<file path="config.mk">
export PLATFORM = sky130hd
export DESIGN_NAME = legacy_route_ctl
export DESIGN_NICKNAME = d
export VERILOG_FILES = /design/src/rtl/legacy_route_pkg.sv /design/src/rtl/lrd_cfg_regs.sv /design/src/rtl/lrd_region_map.sv /design/src/rtl/lrd_addr_decode.sv /design/src/rtl/legacy_route_ctl.sv
export SDC_FILE = /design/constraint.sdc
export NUM_CORES = 1
export LEC_CHECK = 0
export ABC_AREA = 1
export BUFFER_PORTS_ARGS = -buffer_cell sky130_fd_sc_hd__buf_2
export CAP_MARGIN = 20
export CELL_PAD_IN_SITES_DETAIL_PLACEMENT = 1
export CELL_PAD_IN_SITES_GLOBAL_PLACEMENT = 1
export CORE_MARGIN = 4
export CORE_UTILIZATION = 39
export DETAILED_ROUTE_END_ITERATION = 6
export HOLD_SLACK_MARGIN = 0.12
export PLACE_DENSITY = 0.77
export SKIP_CTS_REPAIR_TIMING = 1
export SLEW_MARGIN = 25
export SYNTH_ARGS = -nofsm -noshare
export SYNTH_HDL_FRONTEND = slang
export SYNTH_SLANG_ARGS = --single-unit
</file>
<file path="constraint.sdc">
create_clock -name clk -period 2 [get_ports clk]
set_input_delay 0.4 -clock clk [delete_from_list [all_inputs] [get_ports clk]]
set_output_delay 0.4 -clock clk [all_outputs]
set_load 0.02 [all_outputs]
</file>
<file path="src/rtl/legacy_route_pkg.sv">
package legacy_route_pkg;
  localparam int PAM_BYTES    = 7;
  localparam int NUM_REGIONS  = 2 * PAM_BYTES - 1;
  localparam int REGION_IDX_W = $clog2(NUM_REGIONS);

  localparam logic [7:0] PAM_OFS   = 8'h59;
  localparam logic [7:0] SMRAM_OFS = 8'h72;
  localparam logic [7:0] RAMSZ_OFS = 8'h57;
  localparam logic [7:0] SMRAM_RST = 8'h02;
  localparam int SMRAM_OPEN_BIT = 6;
  localparam int SMRAM_GEN_BIT  = 3;

  // attr[0]: read goes to DRAM, attr[1]: write goes to DRAM
  typedef logic [1:0] attr_t;

  typedef struct packed {
    attr_t [NUM_REGIONS-1:0] attr;
    logic                    smram_open;
    logic                    smram_gen;
  } route_map_t;

  // attribute byte (relative to PAM_OFS) holding region r
  function automatic int field_byte(int r);
    return (r + 1) / 2;
  endfunction

  // lsb of region r's field inside that byte
  function automatic int field_lsb(int r);
    return (r == 0 || (r % 2) == 0) ? 4 : 0;
  endfunction
endpackage

</file>
<file path="src/rtl/lrd_cfg_regs.sv">
module lrd_cfg_regs
  import legacy_route_pkg::*;
#(
  parameter int RAM_MB = 512
) (
  input  logic                       clk,
  input  logic                       rst,
  input  logic                       cfg_wr,
  input  logic [5:0]                 cfg_dw,
  input  logic [3:0]                 cfg_be,
  input  logic [31:0]                cfg_wdata,
  output logic [31:0]                cfg_rdata,
  output logic [PAM_BYTES-1:0][7:0]  pam_next,
  output logic [7:0]                 smram_next,
  output logic                       map_load
);
  localparam int RAM_UNITS = RAM_MB / 8;
  localparam logic [7:0] RAM_CODE = (RAM_UNITS > 255) ? 8'hFF : RAM_UNITS[7:0];

  logic [PAM_BYTES-1:0][7:0] pam_q;
  logic [7:0]                smram_q;
  logic [PAM_BYTES-1:0]      pam_hit;
  logic                      smram_hit;
  logic [31:0]               rd_word;

  genvar k;
  generate
    for (k = 0; k < PAM_BYTES; k++) begin : g_pam
      localparam logic [7:0] OFS = PAM_OFS + 8'(k);
      localparam int LANE = int'(OFS[1:0]);
      assign pam_hit[k]  = cfg_wr && (cfg_dw == OFS[7:2]) && cfg_be[LANE];
      assign pam_next[k] = pam_hit[k] ? cfg_wdata[8*LANE +: 8] : pam_q[k];
    end
  endgenerate

  localparam int SM_LANE = int'(SMRAM_OFS[1:0]);
  assign smram_hit  = cfg_wr && (cfg_dw == SMRAM_OFS[7:2]) && cfg_be[SM_LANE];
  assign smram_next = smram_hit ? cfg_wdata[8*SM_LANE +: 8] : smram_q;
  assign map_load   = smram_hit | (|pam_hit);

  always_comb begin
    rd_word = '0;
    for (int j = 0; j < 4; j++) begin
      if ({cfg_dw, 2'(j)} == RAMSZ_OFS) rd_word[8*j +: 8] = RAM_CODE;
      if ({cfg_dw, 2'(j)} == SMRAM_OFS) rd_word[8*j +: 8] = smram_q;
      for (int b = 0; b < PAM_BYTES; b++) begin
        if ({cfg_dw, 2'(j)} == PAM_OFS + 8'(b)) rd_word[8*j +: 8] = pam_q[b];
      end
    end
  end

  always_ff @(posedge clk) begin
    if (rst) begin
      pam_q     <= '0;
      smram_q   <= SMRAM_RST;
      cfg_rdata <= '0;
    end else begin
      pam_q     <= pam_next;
      smram_q   <= smram_next;
      cfg_rdata <= rd_word;
    end
  end


  smram_reset_chk: assert property (@(posedge clk) disable iff (rst)
    $past(rst) |-> smram_q == SMRAM_RST);


  ramsize_const_chk: assert property (@(posedge clk) disable iff (rst)
    (!$past(rst) && $past(cfg_dw) == RAMSZ_OFS[7:2])
      |-> cfg_rdata[8*int'(RAMSZ_OFS[1:0]) +: 8] == RAM_CODE);


  cfg_hold_chk: assert property (@(posedge clk) disable iff (rst)
    !map_load |=> ($stable(pam_q) && $stable(smram_q)));
endmodule

</file>
<file path="src/rtl/lrd_region_map.sv">
module lrd_region_map
  import legacy_route_pkg::*;
(
  input  logic                      clk,
  input  logic                      rst,
  input  logic                      load,
  input  logic [PAM_BYTES-1:0][7:0] pam_next,
  input  logic [7:0]                smram_next,
  output route_map_t                map_q
);
  route_map_t map_d;
  logic       unused_cfg_bits;

  genvar r;
  generate
    for (r = 0; r < NUM_REGIONS; r++) begin : g_field
      localparam int BYTE_I = field_byte(r);
      localparam int LSB    = field_lsb(r);
      assign map_d.attr[r] = pam_next[BYTE_I][LSB +: 2];
    end
  endgenerate

  assign map_d.smram_open = smram_next[SMRAM_OPEN_BIT];
  assign map_d.smram_gen  = smram_next[SMRAM_GEN_BIT];
  assign unused_cfg_bits  = ^{pam_next, smram_next};

  always_ff @(posedge clk) begin
    if (rst) begin
      map_q.attr       <= '0;
      map_q.smram_open <= SMRAM_RST[SMRAM_OPEN_BIT];
      map_q.smram_gen  <= SMRAM_RST[SMRAM_GEN_BIT];
    end else if (load) begin
      map_q <= map_d;
    end
  end


  map_hold_chk: assert property (@(posedge clk) disable iff (rst)
    !load |=> $stable(map_q));


  map_capture_chk: assert property (@(posedge clk) disable iff (rst)
    load |=> (map_q.smram_open == $past(smram_next[SMRAM_OPEN_BIT])
              && map_q.smram_gen == $past(smram_next[SMRAM_GEN_BIT])));
endmodule

</file>
<file path="src/rtl/lrd_addr_decode.sv">
module lrd_addr_decode
  import legacy_route_pkg::*;
#(
  parameter int ADDR_W     = 32,
  parameter int LEG_LOG2   = 20,
  parameter int SMRAM_BASE = 32'h000A_0000,
  parameter int SMRAM_LOG2 = 17,
  parameter int EXP_BASE   = 32'h000C_0000,
  parameter int EXP_LOG2   = 14,
  parameter int BIOS_BASE  = 32'h000F_0000,
  parameter int BIOS_LOG2  = 16
) (
  input  logic              clk,
  input  logic              rst,
  input  logic [ADDR_W-1:0] mem_addr,
  input  logic              mem_smm,
  input  route_map_t        map,
  output logic              route_rd_dram,
  output logic              route_wr_dram
);
  localparam int SEG_W = LEG_LOG2 - EXP_LOG2;
  localparam int SW    = LEG_LOG2 - SMRAM_LOG2;
  localparam int BW    = LEG_LOG2 - BIOS_LOG2;
  localparam int NUM_EXP = NUM_REGIONS - 1;
  localparam logic [SEG_W-1:0] EXP_FIRST = SEG_W'(EXP_BASE >> EXP_LOG2);
  localparam logic [SEG_W-1:0] EXP_LAST  = SEG_W'((EXP_BASE >> EXP_LOG2) + NUM_EXP - 1);
  localparam logic [SW-1:0]    SM_TAG    = SW'(SMRAM_BASE >> SMRAM_LOG2);
  localparam logic [BW-1:0]    BIOS_TAG  = BW'(BIOS_BASE >> BIOS_LOG2);

  logic                    in_low, smram_hit, bios_hit, exp_hit, in_legacy;
  logic [SEG_W-1:0]        seg, rel;
  logic [REGION_IDX_W-1:0] ridx;
  attr_t                   exp_attr;
  logic                    smram_dram;
  attr_t                   route_d;
  logic                    unused_addr_lo;

  assign in_low    = (mem_addr[ADDR_W-1:LEG_LOG2] == '0);
  assign seg       = mem_addr[LEG_LOG2-1:EXP_LOG2];
  assign smram_hit = in_low && (mem_addr[LEG_LOG2-1:SMRAM_LOG2] == SM_TAG);
  assign bios_hit  = in_low && (mem_addr[LEG_LOG2-1:BIOS_LOG2] == BIOS_TAG);
  assign exp_hit   = in_low && (seg >= EXP_FIRST) && (seg <= EXP_LAST);
  assign in_legacy = smram_hit | bios_hit | exp_hit;
  assign rel       = seg - EXP_FIRST;
  assign ridx      = REGION_IDX_W'(rel) + REGION_IDX_W'(1);
  assign smram_dram = map.smram_open | (mem_smm & map.smram_gen);
  assign unused_addr_lo = ^mem_addr[EXP_LOG2-1:0];

  always_comb begin
    exp_attr = '0;
    for (int r = 1; r < NUM_REGIONS; r++) begin
      if (ridx == REGION_IDX_W'(r)) exp_attr = map.attr[r];
    end
  end

  always_comb begin
    if (smram_hit)     route_d = {smram_dram, smram_dram};
    else if (bios_hit) route_d = map.attr[0];
    else if (exp_hit)  route_d = exp_attr;
    else               route_d = 2'b11;
  end

  always_ff @(posedge clk) begin
    if (rst) begin
      route_rd_dram <= 1'b0;
      route_wr_dram <= 1'b0;
    end else begin
      route_rd_dram <= route_d[0];
      route_wr_dram <= route_d[1];
    end
  end


  outside_dram_chk: assert property (@(posedge clk) disable iff (rst)
    (!$past(rst) && !$past(in_legacy)) |-> (route_rd_dram && route_wr_dram));


  smram_closed_chk: assert property (@(posedge clk) disable iff (rst)
    (!$past(rst) && $past(smram_hit && !mem_smm && !map.smram_open))
      |-> (!route_rd_dram && !route_wr_dram));


  smm_enable_chk: assert property (@(posedge clk) disable iff (rst)
    (!$past(rst) && $past(smram_hit && mem_smm && map.smram_gen))
      |-> (route_rd_dram && route_wr_dram));


  bios_attr_chk: assert property (@(posedge clk) disable iff (rst)
    (!$past(rst) && $past(bios_hit))
      |-> ({route_wr_dram, route_rd_dram} == $past(map.attr[0])));
endmodule

</file>
<file path="src/rtl/legacy_route_ctl.sv">
module legacy_route_ctl
  import legacy_route_pkg::*;
#(
  parameter int ADDR_W = 32,
  parameter int RAM_MB = 512
) (
  input  logic              clk,
  input  logic              rst,
  input  logic              cfg_wr,
  input  logic [5:0]        cfg_dw,
  input  logic [3:0]        cfg_be,
  input  logic [31:0]       cfg_wdata,
  output logic [31:0]       cfg_rdata,
  input  logic [ADDR_W-1:0] mem_addr,
  input  logic              mem_smm,
  output logic              route_rd_dram,
  output logic              route_wr_dram
);
  logic [PAM_BYTES-1:0][7:0] pam_next;
  logic [7:0]                smram_next;
  logic                      map_load;
  route_map_t                map_q;

  lrd_cfg_regs #(.RAM_MB(RAM_MB)) u_cfg (
    .clk        (clk),
    .rst        (rst),
    .cfg_wr     (cfg_wr),
    .cfg_dw     (cfg_dw),
    .cfg_be     (cfg_be),
    .cfg_wdata  (cfg_wdata),
    .cfg_rdata  (cfg_rdata),
    .pam_next   (pam_next),
    .smram_next (smram_next),
    .map_load   (map_load)
  );

  lrd_region_map u_map (
    .clk        (clk),
    .rst        (rst),
    .load       (map_load),
    .pam_next   (pam_next),
    .smram_next (smram_next),
    .map_q      (map_q)
  );

  lrd_addr_decode #(.ADDR_W(ADDR_W)) u_dec (
    .clk           (clk),
    .rst           (rst),
    .mem_addr      (mem_addr),
    .mem_smm       (mem_smm),
    .map           (map_q),
    .route_rd_dram (route_rd_dram),
    .route_wr_dram (route_wr_dram)
  );
endmodule

</file>
==> flow_summary.rst <==
.. list-table::
   :header-rows: 1

   * - Metric
     - Value
   * - Result of the run
     - finished clean
   * - Switching power share of the total
     - 21.20%
   * - Minimum hold slack
     - about 0.24 ns
   * - Worst slew margin relative to its limit
     - 61.28%
   * - Final setup violation count
     - 0
   * - Worst EP required
     - 2.29 ns
   * - I/O Pins
     - 112
   * - Post-synthesis cell count
     - 610
   * - Slowest library cell on the worst path
     - nor4_1
   * - Total vias in the final route
     - around 4,400
   * - Most common library cell in the layout ignoring fill and taps
     - dfxtp_1
   * - Power share of the combinational group
     - 4.0%
   * - Clock tree root driver cell
     - clkbuf_16
   * - Site row count
     - 40
   * - Routed length on met2
     - around 6800 um
   * - Endpoint of the worst setup timing path
     - u_map.map_q[16]
   * - Yosys synthesis warning count
     - 0
   * - Standby leakage power
     - 2.756 nW
   * - Critical Path Stages
     - 12
   * - Worst-path maximum fanout
     - 56
   * - Detailed route wirelength on metal3
     - around 640 um
   * - Share of flip-flops with an asynchronous set or reset
     - 0%
   * - Arrival time at the worst endpoint
     - 1.89 ns
   * - Number of global-route vias before repair
     - 4,677
   * - Inserted Diodes
     - 0
   * - Clock slew at reported path FFs
     - ~0.050 ns
   * - Register-to-Register Setup Slack
     - just under 0.7 ns
   * - Share of cells above drive strength 1
     - between 20% and 30%
   * - Overall power
     - 0.006229 W
   * - Initial core utilization
     - 40.10%
   * - TritonCTS Buffers
     - 17
   * - Depth of the worst register-to-register path
     - 10
   * - Number of optimization iterations in the first detailed-route pass
     - 4
   * - Count of buffer and inverter cells on the critical path
     - 3
   * - H-tree lvl count
     - 4
   * - Netlist area before placement
     - 4837 um2
   * - Clock Power Share
     - approximately 55%
   * - Core ar.
     - 12,060 um2
   * - RSZ-0062 raised after global routing
     - no
   * - Layout overhead on the synthesized area
     - 28.92%
   * - Switching power
     - 0.001320 W
   * - Post-layout min period
     - roughly 1.6 ns
   * - Primary flip-flop cell chosen by synthesis mapping
     - dfxtp_1
   * - Largest net degree at the start of global routing
     - 70
   * - Vias/cell
     - 4.951
   * - Worst-Skew Late Latency
     - roughly 0.42 ns
   * - Total die area
     - around 14,000 um2
   * - Highest routing layer actually used
     - met4
   * - CP most frequent cell
     - nand2_1
   * - Biggest cell delay along the critical path
     - 0.31 ns
   * - Maximum clock frequency
     - 626.0 MHz
   * - Kind of start point of the critical path
     - input pin
   * - Classification of the worst-slack hold path
     - input pin to register
   * - Number of design-rule violations left by the first detailed-router iteration
     - 189
   * - Initial antenna violation count
     - 0
   * - Slew of the pin with the lowest slew margin
     - around 0.58 ns
   * - First-pass GRT wire length
     - 22,630 um
   * - DRT antenna net count
     - 0
   * - Post-detailed-routing wire length
     - 13,730 um
   * - Number of pins with negative max-slew slack in the final report
     - 0
   * - Share of the yosys chip area belonging to registers
     - 52.15%
   * - Part of the power in registers
     - 40.9%
   * - Largest voltage drop on the vdd net
     - 495.4 uV
   * - Setup clock skew after layout
     - 0.005567 ns
   * - CTS tree
     - yes
   * - Overall routing resource usage
     - 19.93%
   * - PD cells
     - roughly 1000 nW/um2
   * - Count of flip-flops with a built-in enable after synthesis
     - 0
   * - Cell-by-cell listing of the critical path
     - buf_2, inv_1, nor2_4, nand2_1, nor2_2, nand2_2, nor2_1, nor4_1, nand2_1, buf_12, o21ai_0, a21oi_1
   * - Final setup slack of the worst path
     - 0.4025 ns
   * - Estimated wirelength of the detail-placed design
     - 9524 um
   * - Start-to-end type of the worst setup path
     - input pin to register
   * - Per-instance average area after synthesis
     - ~7.9 um2
   * - Most frequent cells in the layout
     - 126 x dfxtp_1, 97 x buf_2, 85 x inv_1, 76 x nand2_1, 75 x o21ai_0
   * - Worst r2r dst
     - u_dec.route_rd_dram
   * - Max_cap viols
     - 0
   * - Endpoint kind of the worst setup timing path
     - register
   * - Minimum setup slack after placement
     - around 0.011 ns
   * - Post-synthesis sequential element count
     - between 100 and 150
   * - Post-Synthesis Net Count
     - 688
   * - Maximum clock insertion buffer count
     - 2
   * - Overall die width
     - 119.4 um
   * - Drt wl/cell
     - 15.30 um
   * - Share of the clock period used by the worst path after layout
     - 79.88%
   * - Post-detailed-route DRC marker count
     - 0
   * - Origin of the critical flop-to-flop path
     - u_map.map_q[6]
   * - Post-synthesis cell type count
     - 33
   * - Source of the critical timing path
     - cfg_dw[4]
   * - Number of clock sinks
     - 126
   * - Met1 routed wirelength after detailed routing
     - 6087 um
   * - Buffers added on ports
     - 97
   * - Number of nets in the layout
     - 794
   * - Final-layout setup total negative slack
     - 0 ns
   * - Endpoints failing hold
     - 0
   * - Largest delay contributor family on the critical path
     - simple AND/OR/NAND/NOR gates
   * - Die extent in y
     - 119.4 um
   * - Gr ovfl total
     - 0
   * - Cell Int Power
     - 0.004909 W
   * - Placer's final routability congestion estimate
     - 0.8476
worst min-delay path, stage by stage:
cell    delay [ns]
buf_2         0.09
nor2_1        0.04
nor2_1        0.09
metal layers:
layer  global-route usage (%)  up-vias
met1                    23.47     2113
li1                         -     2219
met4                    7.015        0
met2                    34.72       90
met3                    5.508       19
met5                        0        -
power by group through the flow:
stage / Sequential (W) / Combinational [W] / Clock (W)
finish: 0.00255 / 0.000247 / 0.00343
global route: 0.00255 / 0.000275 / 0.00359
CTS: 0.00255 / 0.000248 / 0.00347
detailed placement: 0.00260 / 0.000245 / 0
global placement: 0.00260 / 0.000233 / 0
floorplan: 0.00260 / 0.000121 / 0
final cells by class:
class / count / area, um2
inverter: 86 / 322.8
sequential: 126 / 2522
clock inverter: 13 / 211.5
tap: 168 / 210.2
clock buffer: 19 / 452.9
timing repair buffer: 117 / 660.6
fill: 1497 / 5826
multi-input combinational: 368 / 1856
sequential cells by signal (all words and copies together), names as in the netlist:
signal and count:
u_cfg.pam_q 56, u_map.map_q 28, u_dec.route_wr_dram 1, u_dec.route_rd_dram 1, u_cfg.smram_q 8, u_cfg.cfg_rdata 32
Yosys cell counts, drive strengths merged, types with 6 or more instances:
cell / instances / area (um2)
o32ai: 12 / 105.1
dfxtp: 126 / 2522
mux2i: 8 / 80.08
clkbuf: 23 / 86.33
nor3: 9 / 66.32
nand2: 77 / 291.5
a21oi: 63 / 315.3
nand3: 10 / 50.05
inv: 86 / 322.8
nor2: 74 / 302.8
buf: 7 / 50.05
nand4: 9 / 71.32
a31oi: 6 / 37.54
o21ai: 86 / 430.4
logic make-up (layout without fill, tap and decap cells):
group,after synthesis,in the layout,share of synthesized area (%)
flip-flops,126,126,52.15
AND/OR/NAND/NOR,185,185,16.99
multiplexers,8,8,1.656
buffers and inverters,116,235,9.493
AO/OA/AOI/OAI,175,175,19.71
how the worst min path moves through the flow:
stage                    start                 end  slack, ns  cells past startpoint
4_1_cts          cfg_wdata[31]     u_cfg.pam_q[23]       0.23                      3
5_1_grt          cfg_wdata[31]     u_cfg.pam_q[23]       0.24                      3
3_5_place_dp   u_cfg.pam_q[24]  u_cfg.cfg_rdata[0]       0.44                      2
2_1_floorplan  u_cfg.pam_q[26]  u_cfg.cfg_rdata[2]       0.42                      2
3_3_place_gp   u_cfg.pam_q[30]  u_cfg.cfg_rdata[6]       0.42                      2
6_report         cfg_wdata[30]     u_cfg.pam_q[22]       0.24                      3
metrics by stage:
stage          cell area (um2)  instances  utilization (%)
2_1_floorplan             4837        610                -
3_3_place_gp              5572        865            46.19
5_1_grt                   6236        897            51.70
6_report                  6236        897            51.70
3_5_place_dp              5572        865            46.19
4_1_cts                   6236        897            51.70
No activity file was read; power rests on OpenSTA's default activity.
